$ cat src/rtl/twowire_recover_pkg.sv
package twowire_recover_pkg;

    // Phases of the recovery pattern, in bus order.
    typedef enum logic [3:0] {
        PH_IDLE,
        PH_SETUP1,   // both released, start setup
        PH_HOLD1,    // SDA low under high SCL: first start
        PH_FALL,     // SCL low, SDA still held low
        PH_LOW,      // dummy clock low, SDA released
        PH_HIGH,     // dummy clock high, SDA released
        PH_SETUP2,   // both released, second start setup
        PH_HOLD2,    // SDA low under high SCL: second start
        PH_STOPSU,   // SDA still low, stop setup
        PH_FREE      // both released, bus-free time
    } phase_t;

    // Open-drain pull-low enables for the two lines.
    typedef struct packed {
        logic scl_low;
        logic sda_low;
    } drive_t;

    function automatic drive_t drive_of(phase_t p);
        drive_t d;
        case (p)
            PH_HOLD1, PH_HOLD2, PH_STOPSU: d = '{scl_low: 1'b0, sda_low: 1'b1};
            PH_FALL:                       d = '{scl_low: 1'b1, sda_low: 1'b1};
            PH_LOW:                        d = '{scl_low: 1'b1, sda_low: 1'b0};
            default:                       d = '{scl_low: 1'b0, sda_low: 1'b0};
        endcase
        return d;
    endfunction

    function automatic int unsigned max_of(int unsigned a, int unsigned b);
        return (a > b) ? a : b;
    endfunction

endpackage

$ cat src/rtl/twowire_recover_timer.sv
module twowire_recover_timer #(
    parameter int unsigned W = 8
) (
    input  logic         clk,
    input  logic         rst,
    input  logic         load,
    input  logic [W-1:0] load_val,
    output logic         zero
);
    logic [W-1:0] cnt;

    always_ff @(posedge clk) begin
        if (rst) begin
            cnt <= '0;
        end else if (load) begin
            cnt <= load_val;
        end else if (cnt != '0) begin
            cnt <= cnt - 1'b1;
        end
    end

    assign zero = (cnt == '0);
endmodule

$ cat src/rtl/twowire_recover_seq.sv
module twowire_recover_seq
    import twowire_recover_pkg::*;
#(
    parameter int unsigned SETUP_CYC = 120,
    parameter int unsigned HOLD_CYC  = 120,
    parameter int unsigned GAP_CYC   = 20,
    parameter int unsigned LOW_CYC   = 260,
    parameter int unsigned HIGH_CYC  = 120,
    parameter int unsigned STOP_CYC  = 120,
    parameter int unsigned FREE_CYC  = 260,
    parameter int unsigned PULSES    = 9,
    parameter int unsigned CNT_W     = 9
) (
    input  logic             clk,
    input  logic             rst,
    input  logic             go,
    input  logic             zero,
    output phase_t           ph,
    output phase_t           ph_nxt,
    output logic             load,
    output logic [CNT_W-1:0] load_val,
    output logic             done
);
    localparam int unsigned PC_W = $clog2(PULSES + 1);
    localparam logic [PC_W-1:0] LAST_PULSE = PC_W'(PULSES - 1);

    logic [PC_W-1:0] pulse_cnt;

    function automatic logic [CNT_W-1:0] len_of(phase_t p);
        case (p)
            PH_SETUP1, PH_SETUP2: return CNT_W'(SETUP_CYC - 1);
            PH_HOLD1,  PH_HOLD2:  return CNT_W'(HOLD_CYC - 1);
            PH_FALL:              return CNT_W'(GAP_CYC - 1);
            PH_LOW:               return CNT_W'(LOW_CYC - 1);
            PH_HIGH:              return CNT_W'(HIGH_CYC - 1);
            PH_STOPSU:            return CNT_W'(STOP_CYC - 1);
            PH_FREE:              return CNT_W'(FREE_CYC - 1);
            default:              return '0;
        endcase
    endfunction

    always_comb begin
        ph_nxt = ph;
        if (ph == PH_IDLE) begin
            if (go) ph_nxt = PH_SETUP1;
        end else if (zero) begin
            case (ph)
                PH_SETUP1: ph_nxt = PH_HOLD1;
                PH_HOLD1:  ph_nxt = PH_FALL;
                PH_FALL:   ph_nxt = PH_LOW;
                PH_LOW:    ph_nxt = PH_HIGH;
                PH_HIGH:   ph_nxt = (pulse_cnt == LAST_PULSE) ? PH_SETUP2 : PH_LOW;
                PH_SETUP2: ph_nxt = PH_HOLD2;
                PH_HOLD2:  ph_nxt = PH_STOPSU;
                PH_STOPSU: ph_nxt = PH_FREE;
                default:   ph_nxt = PH_IDLE;
            endcase
        end
        load     = (ph_nxt != ph);
        load_val = len_of(ph_nxt);
    end

    always_ff @(posedge clk) begin
        if (rst) begin
            ph        <= PH_IDLE;
            pulse_cnt <= '0;
            done      <= 1'b0;
        end else begin
            ph   <= ph_nxt;
            done <= (ph == PH_FREE) && zero;
            if (ph == PH_IDLE) begin
                pulse_cnt <= '0;
            end else if (ph == PH_HIGH && zero) begin
                pulse_cnt <= pulse_cnt + 1'b1;
            end
        end
    end
endmodule

$ cat src/rtl/twowire_recover_drive.sv
module twowire_recover_drive
    import twowire_recover_pkg::*;
(
    input  logic   clk,
    input  logic   rst,
    input  phase_t ph_nxt,
    output drive_t drv
);
    // Registered so the open-drain enables switch cleanly on a clock edge.
    always_ff @(posedge clk) begin
        if (rst) begin
            drv <= '{scl_low: 1'b0, sda_low: 1'b0};
        end else begin
            drv <= drive_of(ph_nxt);
        end
    end
endmodule

$ cat src/rtl/twowire_recover.sv
module twowire_recover
    import twowire_recover_pkg::*;
#(
    parameter int unsigned SETUP_CYC = 120,
    parameter int unsigned HOLD_CYC  = 120,
    parameter int unsigned GAP_CYC   = 20,
    parameter int unsigned LOW_CYC   = 260,
    parameter int unsigned HIGH_CYC  = 120,
    parameter int unsigned STOP_CYC  = 120,
    parameter int unsigned FREE_CYC  = 260,
    parameter int unsigned PULSES    = 9
) (
    input  logic clk,
    input  logic rst,
    input  logic go,
    output logic scl_low,
    output logic sda_low,
    output logic busy,
    output logic done
);
    localparam int unsigned MAX_LEN =
        max_of(max_of(max_of(SETUP_CYC, HOLD_CYC), max_of(GAP_CYC, LOW_CYC)),
               max_of(max_of(HIGH_CYC, STOP_CYC), FREE_CYC));
    localparam int unsigned CNT_W = (MAX_LEN < 2) ? 1 : $clog2(MAX_LEN);

    phase_t           ph;
    phase_t           ph_nxt;
    logic             load;
    logic [CNT_W-1:0] load_val;
    logic             zero;
    drive_t           drv;

    twowire_recover_timer #(.W(CNT_W)) u_timer (
        .clk      (clk),
        .rst      (rst),
        .load     (load),
        .load_val (load_val),
        .zero     (zero)
    );

    twowire_recover_seq #(
        .SETUP_CYC (SETUP_CYC),
        .HOLD_CYC  (HOLD_CYC),
        .GAP_CYC   (GAP_CYC),
        .LOW_CYC   (LOW_CYC),
        .HIGH_CYC  (HIGH_CYC),
        .STOP_CYC  (STOP_CYC),
        .FREE_CYC  (FREE_CYC),
        .PULSES    (PULSES),
        .CNT_W     (CNT_W)
    ) u_seq (
        .clk      (clk),
        .rst      (rst),
        .go       (go),
        .zero     (zero),
        .ph       (ph),
        .ph_nxt   (ph_nxt),
        .load     (load),
        .load_val (load_val),
        .done     (done)
    );

    twowire_recover_drive u_drive (
        .clk    (clk),
        .rst    (rst),
        .ph_nxt (ph_nxt),
        .drv    (drv)
    );

    assign scl_low = drv.scl_low;
    assign sda_low = drv.sda_low;
    assign busy    = (ph != PH_IDLE);
endmodule

$ cat config.mk
export PLATFORM = sky130hd
export DESIGN_NAME = twowire_recover
export DESIGN_NICKNAME = d
export VERILOG_FILES = /design/src/rtl/twowire_recover_pkg.sv /design/src/rtl/twowire_recover_timer.sv /design/src/rtl/twowire_recover_seq.sv /design/src/rtl/twowire_recover_drive.sv /design/src/rtl/twowire_recover.sv
export SDC_FILE = /design/constraint.sdc
export NUM_CORES = 1
export LEC_CHECK = 0
export ABC_AREA = 1
export BUFFER_PORTS_ARGS = -buffer_cell sky130_fd_sc_hd__buf_2
export CAP_MARGIN = 20
export CORE_AREA = 5 5 54 56
export DETAILED_ROUTE_END_ITERATION = 6
export DIE_AREA = 0 0 59 61
export GPL_TIMING_DRIVEN = 0
export HOLD_SLACK_MARGIN = 0.03
export PLACE_DENSITY = 0.8
export SETUP_SLACK_MARGIN = 0.1
export SLEW_MARGIN = 5
export SYNTH_ARGS = -nofsm -noshare
export SYNTH_HDL_FRONTEND = slang
export SYNTH_SLANG_ARGS = --single-unit
$ cat constraint.sdc
create_clock -name clk -period 2.5 [get_ports clk]
set_input_delay 0.125 -clock clk [delete_from_list [all_inputs] [get_ports clk]]
set_output_delay 0.125 -clock clk [all_outputs]
set_load 0.005 [all_outputs]
==> results of run 1 <==
==> stage by stage <==
step           utilization [%]  cell area [um^2]  cells
4_1_cts                   64.5              1540    251
3_3_place_gp              63.5              1520    248
5_1_grt                   64.5              1540    251
3_5_place_dp              63.5              1520    248
2_1_floorplan                -              1450    213
6_report                  64.5              1540    251
==> worst reg2reg max path: cells and delay by family, from the launching register on <==
family / cells / cell delay, ps
fa+ha+maj: 1 / 260
buf+inv: 3 / 260
flops: 1 / 310
simple gates: 12 / 1180
==> cell families (layout without fill, tap and decap cells) <==
| family | Yosys count | in the layout | share of synthesized area, % |
|---|---|---|---|
| buffers and inverters | 27 | 35 | 7.14 |
| AO/OA/AOI/OAI | 24 | 24 | 11.5 |
| XOR/XNOR | 5 | 5 | 3.01 |
| AND/OR/NAND/NOR | 133 | 133 | 47.3 |
| adder cells (fa/ha/maj) | 4 | 4 | 3.44 |
| flip-flops | 20 | 20 | 27.5 |
==> registers in the layout, summed over array words and instances, names as in the netlist <==
signal and cells:
u_drive.drv 2, u_seq.done 1, u_seq.ph 4, u_seq.pulse_cnt 4
u_timer.cnt 9
==> routing by layer <==
metal / GRT usage, % / wire (um) / vias to the layer above
li1: - / - / 722
met1: 25.5 / 1440 / 671
met2: 35.3 / 1590 / 50
met3: 3.40 / 237 / 9
met4: 9.39 / 71 / 0
met5: 0 / 0 / -
==> Yosys cell counts (all sizes together) (2+ instances only) <==
| library cell | instances | share of area [%] |
|---|---|---|
| o211ai | 2 | 1.0 |
| nand3 | 24 | 9.6 |
| nor2 | 30 | 10 |
| a211oi | 2 | 1.0 |
| nor3 | 6 | 2.8 |
| buf | 2 | 0.60 |
| clkinv | 2 | 0.60 |
| a21oi | 9 | 3.4 |
| o21ai | 7 | 3.4 |
| xor2 | 5 | 3.0 |
| dfxtp | 20 | 28 |
| nand2 | 64 | 20 |
| inv | 23 | 5.9 |
| nor3b | 2 | 1.0 |
| nand4 | 6 | 3.0 |
| ha | 4 | 3.4 |
==> worst paths after layout <==
check                     startpoint                  to  slack (ps)  depth (start not counted)
setup / recovery      u_timer.cnt[0]      u_timer.cnt[1]         450                         16
hold / removal                   rst         u_seq.ph[3]         170                          2
setup reg to reg      u_timer.cnt[0]      u_timer.cnt[1]         450                         16
hold reg to reg   u_seq.pulse_cnt[1]  u_seq.pulse_cnt[1]         530                          2
==> final cells by class <==
cell class,instances,area share [%]
Buffer,2,0.569
Clock buffer,3,1.46
Inverter,25,6.18
Multi-Input combinational cell,166,61.7
Sequential cell,20,26.0
Tap cell,30,2.44
Timing Repair Buffer,5,1.63
==> power breakdown <==
part / internal (W) / total [W] / switching (W)
sequential: 0.000413 / 0.000500 / 0.0000864
combinational: 0.000490 / 0.00150 / 0.00101
clock: 0.0000562 / 0.000149 / 0.0000926
total: 0.000959 / 0.00215 / 0.00119
==> impl_metrics.py, run 1 <==
metrics = {
    "synth": {
        "ys_ff_latch": 20,
        "postSynthNetCount": 220,
        "yosys.cell_types.count": 35,
        "synth_top_flop_cell": "dfxtp_1",
        "synth.yosys.warnings": 0,
        "avgSynthCellArea_um2": 6.83,
        "synth-edff-count": 0,
        "synth_area_mm2": 0.00145,
        "synth_seq_area_share_pct": 27.5,
        "synth_cells": 213,
        "synth-async-reset-ratio_pct": 0,
    },
    "layout": {
        "seq_area_um2": 400,
        "final_layout_size_suffix_gt1_share_pct": 19.9,
        "layout.cells.most_common_list": "53 x nand2_1, 21 x nor2_1, 20 x inv_1, 20 x nand3_1, 20 x dfxtp_1",
        "filler_cell_count": 233,
        "area_taken_by_multi_input_logic_gates_um2": 950,
        "antenna_cells_inserted": 0,
        "finalNetCount": 230,
        "layout.cells.most_common": "nand2_1",
        "syn2layout_area_growth_pct": 5.85,
    },
    "power_and_ir_drop": {
        "total_leakage_power_nw": 0.721,
        "finalPower_w": 0.00215,
        "vdd_ir_drop_max_mv": 0.999,
        "power.density_cell_area_mw_per_mm2": 1400,
    },
    "clocking": {
        "cts-hold-fix-buffers": 0,
        "clock_tree_from_tritoncts": "built",
        "cts_root_buffer": "clkbuf_4",
        "cts_buffers": 3,
        "max-clock-path-buffers": 2,
        "buffers_inserted_by_post_cts_timing_repair": 0,
        "cts_max_level": 1,
        "numClockSinks": 20,
        "ctsResizeCount": 0,
        "clk-insertion-delay-late_ps": 300,
        "clkSlewWorstSetupHoldPaths_ps": 110,
    },
    "detailed_routing": {
        "drt-vias-per-instance": 5.78,
        "remaining_drc_errors": 0,
        "initialDrtViolationCount": 70,
        "final_antenna_net_count": 0,
        "routed-via-count": 1452,
        "route.detailed.wl_per_inst_um": 13.3,
        "detail_route.first_pass.iterations": 4,
        "drt_wl_total_mm": 3.34,
    },
    "critical_path": {
        "setup.worst_path.class": "flop to flop",
        "timing.critical_path.buf_inv": 3,
        "critPathTopFamily": "simple AND/OR/NAND/NOR gates",
        "crit_fanout": 8,
        "crit_path_cell_trace": "inv_1 > ha_1 > inv_1 > nor2_1 > nand2_1 > nor2_4 > nand2_1 > nand3_2 > nand2_1 > nor2_2 > nor2_1 > nand2_1 > nand2_1 > nand3_1 > nand2_1 > inv_1",
        "worst_ep_arrival_time_ps": 2290,
        "crit_path_end_kind": "flop",
        "crit_top_cell": "nand2_1",
        "critPathMaxStageDelay_ps": 310,
        "cp.required_ps": 2750,
        "slowest_stage": "dfxtp_1",
        "setup.worst_path.start_class": "flop",
    },
    "sta": {
        "fin_skew_ps": 8.96,
        "layout_setup_ws_ps": 454,
        "slew_of_the_pin_with_the_lowest_slew_margin_ps": 515,
        "finalMaxSlewViolations": 0,
        "rsz_0062_raised_after_global_routing": "no",
        "finalHoldViolCount": 0,
        "max_slew_margin_pct": 65.7,
        "hold_ws_ps": 169,
        "maximum_clock_frequency_mhz": 489,
        "setup-tns-final_ps": 0,
        "layout_worst_path_cycle_share_pct": 81.9,
        "layout_min_cycle_time_ps": 2050,
        "timing.final.setup_violations": 0,
    },
    "floorplanning": {
        "std_cell_rows": 18,
        "die_width_um": 59,
        "floorplan.core_area_mm2": 0.00239,
        "die-area_mm2": 0.00360,
        "initial_utilization_pct": 60.9,
        "ioPinCount": 7,
        "die_height_um": 61,
    },
    "global_route": {
        "gr-usage-all-layers_pct": 20.7,
        "number_of_global_route_vias_before_repair": 1395,
        "grt_pass1_wl_mm": 5.73,
        "number_of_antenna_violations_at_the_first_check_in_global_routing": 0,
        "grt_max_degree": 11,
        "global_route.overflow_total": 0,
    },
    "run_status": {
        "outcome": "complete, no violations",
    },
    "run": {
        "max-cap-violations": 0,
    },
    "place": {
        "io_buffer_count": 5,
        "dp_hpwl_mm": 2.59,
        "place_congestion": 0.931,
        "detailedPlace.worstSlack_ps": 542,
    },
    "worst_hold_path": {
        "timing.hold.worst.class": "input port to flop",
    },
}
(Power assumes the default switching activity.)
==> run 2, diff against run 1 <==
--- a/config.mk
+++ b/config.mk
@@ -8,12 +8,12 @@
 export ABC_AREA = 1
 export BUFFER_PORTS_ARGS = -buffer_cell sky130_fd_sc_hd__buf_2
 export CAP_MARGIN = 20
-export CORE_AREA = 5 5 54 56
+export CORE_AREA = 5 5 58 60
 export DETAILED_ROUTE_END_ITERATION = 6
-export DIE_AREA = 0 0 59 61
+export DIE_AREA = 0 0 63 65
 export GPL_TIMING_DRIVEN = 0
 export HOLD_SLACK_MARGIN = 0.03
-export PLACE_DENSITY = 0.8
+export PLACE_DENSITY = 0.73
 export SETUP_SLACK_MARGIN = 0.1
 export SLEW_MARGIN = 5
 export SYNTH_ARGS = -nofsm -noshare
==> constraint.sdc (replaced) <==
create_clock -name clk -period 1.8 [get_ports clk]
set_input_delay 0.09 -clock clk [delete_from_list [all_inputs] [get_ports clk]]
set_output_delay 0.09 -clock clk [all_outputs]
set_load 0.005 [all_outputs]
==> run 2 against run 1 <==
  * Largest cell class unchanged
  * Critical endpoint is now u_timer.cnt[8]
  * Clock skew down 2.9 ps
  * Clock-buffer cell count unchanged
  * Register-to-register slack worse by 410 ps
  * Total power up 81%
  * Maximum frequency grew 17%
  * Non-clock buffer count up 19
==> impl_metrics.py, run 2 (synthesized netlist as in run 1, its figures left out) <==
metrics = {
    "clocking": {
        "cts_buffers": 3,
        "clock_tree_from_tritoncts": "built",
        "clk-insertion-delay-late_ps": 310,
        "cts_root_buffer": "clkbuf_4",
        "numClockSinks": 20,
        "max-clock-path-buffers": 2,
        "cts_max_level": 1,
        "cts-hold-fix-buffers": 0,
        "clkSlewWorstSetupHoldPaths_ps": 110,
    },
    "worst_hold_path": {
        "timing.hold.worst.class": "input port to flop",
        "hp-start": "rst",
    },
    "power_and_ir_drop": {
        "p_int_w": 0.00181,
        "total_leakage_power_nw": 0.845,
        "switching_power_w": 0.00207,
        "vdd_ir_drop_max_mv": 1.34,
        "power.density_cell_area_mw_per_mm2": 2080,
        "sequentialPowerShare_pct": 18.7,
        "switching_share_pct": 53.3,
        "combinationalPowerShare_pct": 75.7,
        "clock_power_share_pct": 5.6,
    },
    "detailed_routing": {
        "drt-vias-per-instance": 5.62,
        "remaining_drc_errors": 0,
        "detail_route.first_pass.iterations": 4,
        "final_antenna_net_count": 0,
        "routed-via-count": 1535,
        "route.detailed.wl_per_inst_um": 14.4,
        "initialDrtViolationCount": 78,
        "drt_wl_total_mm": 3.93,
    },
    "global_route": {
        "gr-usage-all-layers_pct": 17.0,
        "grt_pass1_wl_mm": 5.64,
        "global_route.overflow_total": 0,
        "number_of_global_route_vias_before_repair": 1253,
        "grt_max_degree": 11,
        "number_of_antenna_violations_at_the_first_check_in_global_routing": 0,
    },
    "critical_path": {
        "setup.worst_path.class": "flop to flop",
        "cp.required_ps": 2010,
        "crit_fanout": 8,
        "setup.worst_path.start_class": "flop",
        "timing.critical_path.from": "u_timer.cnt[0]",
        "r2r_path_start": "u_timer.cnt[0]",
        "worst_ep_arrival_time_ps": 1960,
        "crit_path_end_kind": "flop",
    },
    "place": {
        "post-place-cells": 251,
        "place_congestion": 0.872,
        "dp_hpwl_mm": 2.38,
        "io_buffer_count": 5,
    },
    "sta": {
        "layout_worst_path_cycle_share_pct": 97.4,
        "maximum_clock_frequency_mhz": 571,
        "layout_min_cycle_time_ps": 1750,
        "max_slew_margin_pct": 73.7,
        "timing.final.setup_violations": 0,
        "slew_of_the_pin_with_the_lowest_slew_margin_ps": 394,
        "finalMaxSlewViolations": 0,
        "finalHoldViolCount": 0,
        "setup-tns-final_ps": 0,
        "rsz_0062_raised_after_global_routing": "yes",
        "fin_skew_ps": 6.08,
    },
    "run_status": {
        "outcome": "complete, no violations",
    },
    "layout": {
        "antenna_cells_inserted": 0,
        "registers.top_by_ff_count": "u_timer.cnt",
        "final_layout_size_suffix_gt1_share_pct": 39.6,
        "layoutNonFillerInstCount": 273,
        "layout.cells.most_common_list": "43 x nand2_1, 19 x buf_4, 19 x nand3_1",
        "layout.cells.most_common": "nand2_1",
        "syn2layout_area_growth_pct": 28.6,
        "largest_register_ff_count": 9,
        "finalNetCount": 249,
        "layout_top_registers": "u_timer.cnt: 9 flops, u_seq.ph: 4 flops, u_seq.pulse_cnt: 4 flops",
    },
    "run": {
        "max-cap-violations": 0,
    },
    "floorplanning": {
        "die-area_mm2": 0.00410,
        "floorplan.core_area_mm2": 0.00288,
        "ioPinCount": 7,
        "std_cell_rows": 20,
        "initial_utilization_pct": 50.5,
        "die_width_um": 63,
        "die_height_um": 65,
    },
}
## run 2: what timing repair did
action / CTS / global route
gates resized for setup: 11 / 40
pin swaps: 9 / 22
buffers inserted: 9 / 10
setup endpoints to repair: 13 / 12
## run 2: critical path, cell delays in order (launching register included)
cell     delay (ps)
dfxtp_2         330
inv_2            80
ha_4            160
nand2_1          70
nor2_2          150
nand2_4         100
nand2_4         120
nand4_4          90
nand2_4         140
nand2_8          90
o21ai_4         260
nor2_1           60
## run 2: cell type report
cell class              count  area (um^2)
plain buffers               2         11.3
clock buffers               3         22.5
fillers                   220         1010
inverters                  25         95.1
multi-input cells         166         1110
flip-flops and latches     20          415
well taps                  33         41.3
repair buffers             24          171
## run 2: through the flow
step                      setup WS [ps]  total power [W]  instance area (um^2)  util (%)  hold slack, ps
after floorplan                     112          0.00233                  1460         -             372
after global placement             -139          0.00271                  1520      52.9             433
after detailed placement           -133          0.00272                  1520      52.9             442
after CTS                          80.0          0.00325                  1660      57.8             135
after global routing              -71.0          0.00420                  1870      65.0             153
final                              47.7          0.00389                  1870      65.0             138
## run 2: path summary, 6_finish.rpt
| kind | end | slack (ps) | cells after the start |
|---|---|---|---|
| max reg2reg | u_timer.cnt[8] | 50 | 11 |
| min reg2reg | u_seq.pulse_cnt[1] | 510 | 2 |
| min | u_seq.ph[3] | 140 | 2 |
| max | u_timer.cnt[8] | 50 | 11 |
## run 2: power groups by stage
stage	combinational, W	clock, W	sequential (W)
2_1_floorplan	0.00165	0	0.000680
3_3_place_gp	0.00202	0	0.000697
3_5_place_dp	0.00203	0	0.000695
4_1_cts	0.00233	0.000216	0.000695
5_1_grt	0.00321	0.000238	0.000746
6_report	0.00294	0.000216	0.000728
## run 2: metal layers
layer | track usage, % | wire length [um]
met5 | 0 | 0
met4 | 6.37 | 121
met3 | 2.08 | 222
met2 | 27.3 | 1850
met1 | 23.1 | 1740
